`src/rtl/tmr_pin_ctl.sv`:
```
module tmr_pin_ctl #(
  parameter int NPIN = 4
) (
  input  logic            clk,
  input  logic            rst_n,
  input  logic [NPIN-1:0] match_i,
  input  logic [NPIN-1:0] pin_en_i,
  input  logic [NPIN-1:0] fix_lvl_i,
  input  logic [NPIN/2-1:0] pair_mode_i,
  output logic [NPIN-1:0] pin_o
);

  localparam int NPAIR = NPIN / 2;

  logic [NPIN-1:0] ff_q;

  generate
    for (genvar p = 0; p < NPAIR; p++) begin : g_pair
      localparam int LO = 2 * p;
      localparam int HI = 2 * p + 1;

      always_ff @(posedge clk or negedge rst_n) begin
        if (!rst_n) begin
          ff_q[LO] <= 1'b0;
        end else if (pair_mode_i[p]) begin
          if (match_i[HI])      ff_q[LO] <= 1'b0;
          else if (match_i[LO]) ff_q[LO] <= 1'b1;
        end else if (match_i[LO]) begin
          ff_q[LO] <= ~ff_q[LO];
        end
      end

      always_ff @(posedge clk or negedge rst_n) begin
        if (!rst_n)           ff_q[HI] <= 1'b0;
        else if (match_i[HI]) ff_q[HI] <= ~ff_q[HI];
      end


      lo_toggle_chk: assert property (@(posedge clk) disable iff (!rst_n)
        (!pair_mode_i[p] && match_i[LO]) |=> (ff_q[LO] != $past(ff_q[LO])));


      lo_set_chk: assert property (@(posedge clk) disable iff (!rst_n)
        (pair_mode_i[p] && match_i[LO] && !match_i[HI]) |=> ff_q[LO]);


      lo_clear_chk: assert property (@(posedge clk) disable iff (!rst_n)
        (pair_mode_i[p] && match_i[HI]) |=> !ff_q[LO]);


      hi_toggle_chk: assert property (@(posedge clk) disable iff (!rst_n)
        match_i[HI] |=> (ff_q[HI] != $past(ff_q[HI])));


      hold_chk: assert property (@(posedge clk) disable iff (!rst_n)
        (!match_i[LO] && !(pair_mode_i[p] && match_i[HI])) |=> $stable(ff_q[LO]));
    end
  endgenerate

  assign pin_o = (pin_en_i & ff_q) | (~pin_en_i & fix_lvl_i);

endmodule

```
`config.mk`:
```
export PLATFORM = sky130hd
export DESIGN_NAME = tmr_pin_ctl
export DESIGN_NICKNAME = d
export VERILOG_FILES = /design/src/rtl/tmr_pin_ctl.sv
export SDC_FILE = /design/constraint.sdc
export NUM_CORES = 1
export LEC_CHECK = 0
export CORE_AREA = 2 2 39 41
export CTS_BUF_LIST = sky130_fd_sc_hd__clkbuf_8 sky130_fd_sc_hd__clkbuf_16
export DETAILED_ROUTE_END_ITERATION = 7
export DIE_AREA = 0 0 41 43
export DONT_BUFFER_PORTS = 1
export PLACE_DENSITY = 0.39
export SLEW_MARGIN = 20
export SYNTH_ARGS = -nofsm -noshare
export SYNTH_HDL_FRONTEND = slang
export SYNTH_SLANG_ARGS = --single-unit
export TNS_END_PERCENT = 100
```
`constraint.sdc`:
```
create_clock -name clk -period 1.9 [get_ports clk]
set_input_delay 0.38 -clock clk [delete_from_list [all_inputs] [get_ports clk]]
set_output_delay 0.38 -clock clk [all_outputs]
set_load 0.02 [all_outputs]
```
# Word level (Yosys, flattened, before mapping)
# Index checks and enable logic that the tools add are counted.
# totals
output_inout_bits	4
word_cells	26
inputBits	16
regBits	4
# classes
muxes	8
n_reduce_logical	6
bitwise	8
# ops
cell	count
$and A4 B4 Y4	2
$mux W1	8
$reduce_bool A2 Y1	4
$not A1 Y1	4
$not A4 Y4	1
$or A4 B4 Y4	1
$reduce_and A2 Y1	2

# Depth between registers and ports, before layout
# depth
depth_word	3
mapped_depth	2
ltp_nobuf	2

# Worst setup path after synthesis
# No wires, ideal clock.
# synth_path
path_type	input to output
startpoint	input port pin_en_i[0]
endpoint	output port pin_o[0]
required_ns	1.520
path_stages	1
path_buffers	0
t_arrival_ns	0.695
slack_ns	0.825
cell_sequence	mux2_4
# synth_between
elab_chain_cells	3
word_cells_on_any_way	4
classes_between	bitwise: 4
# synth_lines
item	line_no	rtl
from (decl)	7	input logic [NPIN-1:0] pin_en_i,
$not A4 Y4	60	assign pin_o = (pin_en_i & ff_q) | (~pin_en_i & fix_lvl_i);
$and A4 B4 Y4	60	
$or A4 B4 Y4 *	60	
to (decl)	10	output logic [NPIN-1:0] pin_o
# Mark *: on every way between the ends. The rest lies on a longest branch, timed or not.

# Worst setup path in the final report
# layout_path
startpoint	register ff_q[2]
endpoint	output port pin_o[2]
# layout_between
elab_chain_cells	2
# layout_lines
item	line_no	rtl
from (decl)	15	logic [NPIN-1:0] ff_q;
from (signal, indexed assignment)	29	ff_q[LO] <= ~ff_q[LO];
$and A4 B4 Y4	60	
$or A4 B4 Y4	60	
# Every way passes these cells.

==> flow_metrics.tcl <==
set metrics [dict create \
    status "finished clean" \
    ant_nets 0 \
    hpwl_microns 356 \
    setup.worst_path.start "ff_q[2]$_DFFE_PN0P_" \
    ir_worst_vdd_uv 240 \
    cts_made_buffers 3 \
    cts.sinks 4 \
    drive_gt1_share_pct 35.0 \
    via_per_inst 4.00 \
    timing.fmax_mhz 776 \
    finalSetupTns_ns 0 \
    yosys_register_bits 4 \
    worstPathBufferInverterCount 0 \
    p_leak_nw 0.131 \
    synth_cell_type_count 6 \
    rows 14 \
    die_y_microns 43 \
    reg2regPathDepth 2 \
    critical_path.top_delay_family "flip-flops" \
    drcViolationCount 0 \
    critPathLaunchType "flop" \
    slew_viol_final 0 \
    clockBufferDepth 2 \
    gr-total-overflow 0 \
    largest_reg_flops 4 \
    synth_nets 32 \
    die_width_microns 41 \
    finalNetCount 38 \
    drtIter0Drc 0 \
    syn_area_sq_um 215 \
    grt_pass1_vias 189 \
    synth_top_family_by_area "multiplexers" \
    gr-usage-all-layers_pct 6.65 \
    crit_arrival_ns 0.91 \
    cts_root_buf "clkbuf_8" \
    yosys.area_share.adder_pct 0 \
    ys_warn_count 0 \
    grt_pass1_wl_microns 669 \
    yosys.area_share.simple_pct 0 \
    rsz0062_at_grt "false" \
    syn_avg_cell_area_sq_um 13.5 \
    pin_count 20 \
    clkTransAtPathRegs_ns 0.03 \
    diodes 0 \
    setup_violations 0 \
    max_stage_delay_ns 0.39 \
    rr_endpoint "ff_q[2]$_DFFE_PN0P_" \
    hold_violations 0 \
    initial_core_util_pct 15.6 \
    reg_top3 "ff_q (4)" \
    r2r_slack_ns 1.21 \
    core-area_sq_mm 0.00138 \
    fin_crit_sh_pct 67.9 \
    crit_fanout 3 \
    worstPathCellList "mux2_4" \
    drt-wirelength-per-cell_microns 11.9 \
    routed_wl_microns 427 \
    synth_mux_area_share_pct 27.9 \
    netlist_instances 16 \
    cp-end-kind "output pin" \
    drtPass1Iterations 1 \
    powerDensity_mw_per_mm2 1370 \
    synth_compound_area_share_pct 14.0 \
    cp.depth 1 \
    ys_seq_area_share_pct 46.5 \
    ctsResizeCount 0 \
    synth_xor_xnor_area_share_pct 8.14 \
    cts_tree "done" \
    clkLatencyLatePin_ns 0.22 \
    crit_required_ns 1.52 \
    worst_slack_ns 0.611 \
    syn_to_final_growth_pct 33.1 \
    tightest_slew_ns 0.197 \
    rr_startpoint "ff_q[2]$_DFFE_PN0P_" \
    pre_cts_ws_ns 0.819 \
    grt_max_degree 5 \
    worstSetupPathType "flop to output pin" \
    worstSetupEndpoint "pin_o[2]" \
    relSlewSlack_pct 86.8 \
    dieArea_sq_mm 0.00176 \
    port_buffers 0 \
    fin_skew_ns 0 \
    critPathSlowestCell "dfrtp_1" \
    cap_violations 0 \
    fin_crit_ns 1.29 \
    vias 144 \
    antenna_found_initial 0 \
    regMostFlops "ff_q" \
    gp_congestion 0.522 \
    htreeDepth 1 \
    hold_class "input port to flop" \
]
-- worst min path at each step --
stage | cells past startpoint | end | start | slack, ns
6_report | 1 | ff_q[3]$_DFFE_PN0P_ | match_i[3] | 0.25
5_1_grt | 1 | ff_q[3]$_DFFE_PN0P_ | match_i[3] | 0.25
4_1_cts | 1 | ff_q[3]$_DFFE_PN0P_ | match_i[3] | 0.25
3_5_place_dp | 0 | ff_q[1]$_DFFE_PN0P_ | rst_n | 0.08
3_3_place_gp | 0 | ff_q[0]$_DFFE_PN0P_ | rst_n | 0.08
2_1_floorplan | 0 | ff_q[0]$_DFFE_PN0P_ | rst_n | 0.08
-- worst register-to-register path, stage by stage, from the launching register on --
cell and delay (ns):
dfrtp_1 0.39, o2bb2ai_1 0.13, a31oi_1 0.05
-- through the flow --
step	std cells	hold WS (ns)	power [mW]	instance area [sq um]	util (%)
final	36	0.247	0.391	287	20.7
after global routing	36	0.251	0.409	287	20.7
after CTS	36	0.246	0.395	287	20.7
after detailed placement	32	0.0846	0.212	235	17.0
after global placement	32	0.0846	0.209	235	17.0
after floorplan	16	0.0844	0.202	215	-
-- what timing repair did --
| action | CTS | global route |
|---|---|---|
| setup buffers | 0 | 0 |
| endpoints found under the setup margin | 0 | 0 |
| hold endpoints to repair | 4 | 0 |
| hold buffers | 1 | 0 |
-- Yosys cell counts (all sizes together) --
cell / number / area share [%]
xor2: 2 / 8.1
a31oi: 2 / 5.8
mux2: 4 / 28
inv: 2 / 3.5
dfrtp: 4 / 47
o2bb2ai: 2 / 8.1
-- area by class of cell --
type                            count  area [sq um]
Fill cell                         158          1100
Multi-Input combinational cell     10           108
Sequential cell                     4           100
Clock buffer                        3          41.3
Tap cell                           16          20.0
Timing Repair Buffer                1          10.0
Inverter                            2          7.51
-- layout by cell type (no fill, tap or decap) --
master	instances
o2bb2ai_1	2
dlygate4sd3_1	1
clkbuf_8	3
inv_1	2
xor2_1	2
dfrtp_1	4
mux2_4	4
a31oi_1	2
-- logic make-up (layout without fill, tap and decap cells) --
logic type	count (synthesis)	after routing
AOI/OAI and AO/OA	4	4
muxes	4	4
DFF	4	4
xor gates and xnor gates	2	2
buffers and inverters	2	6
-- routing by layer --
metal | vias to the layer above | share of wire (%) | track usage (%)
met5 | - | 0 | 0
met4 | 0 | 5.9 | 8.00
met3 | 3 | 10 | 4.71
met2 | 6 | 63 | 10.0
met1 | 69 | 21 | 4.22
li1 | 66 | - | -
-- power breakdown --
part	switching [mW]	internal, mW
Sequential	0.0196	0.113
Combinational	0.0390	0.0407
Clock	0.0436	0.135
Total	0.102	0.289
No activity file was read; power rests on OpenSTA's default activity.
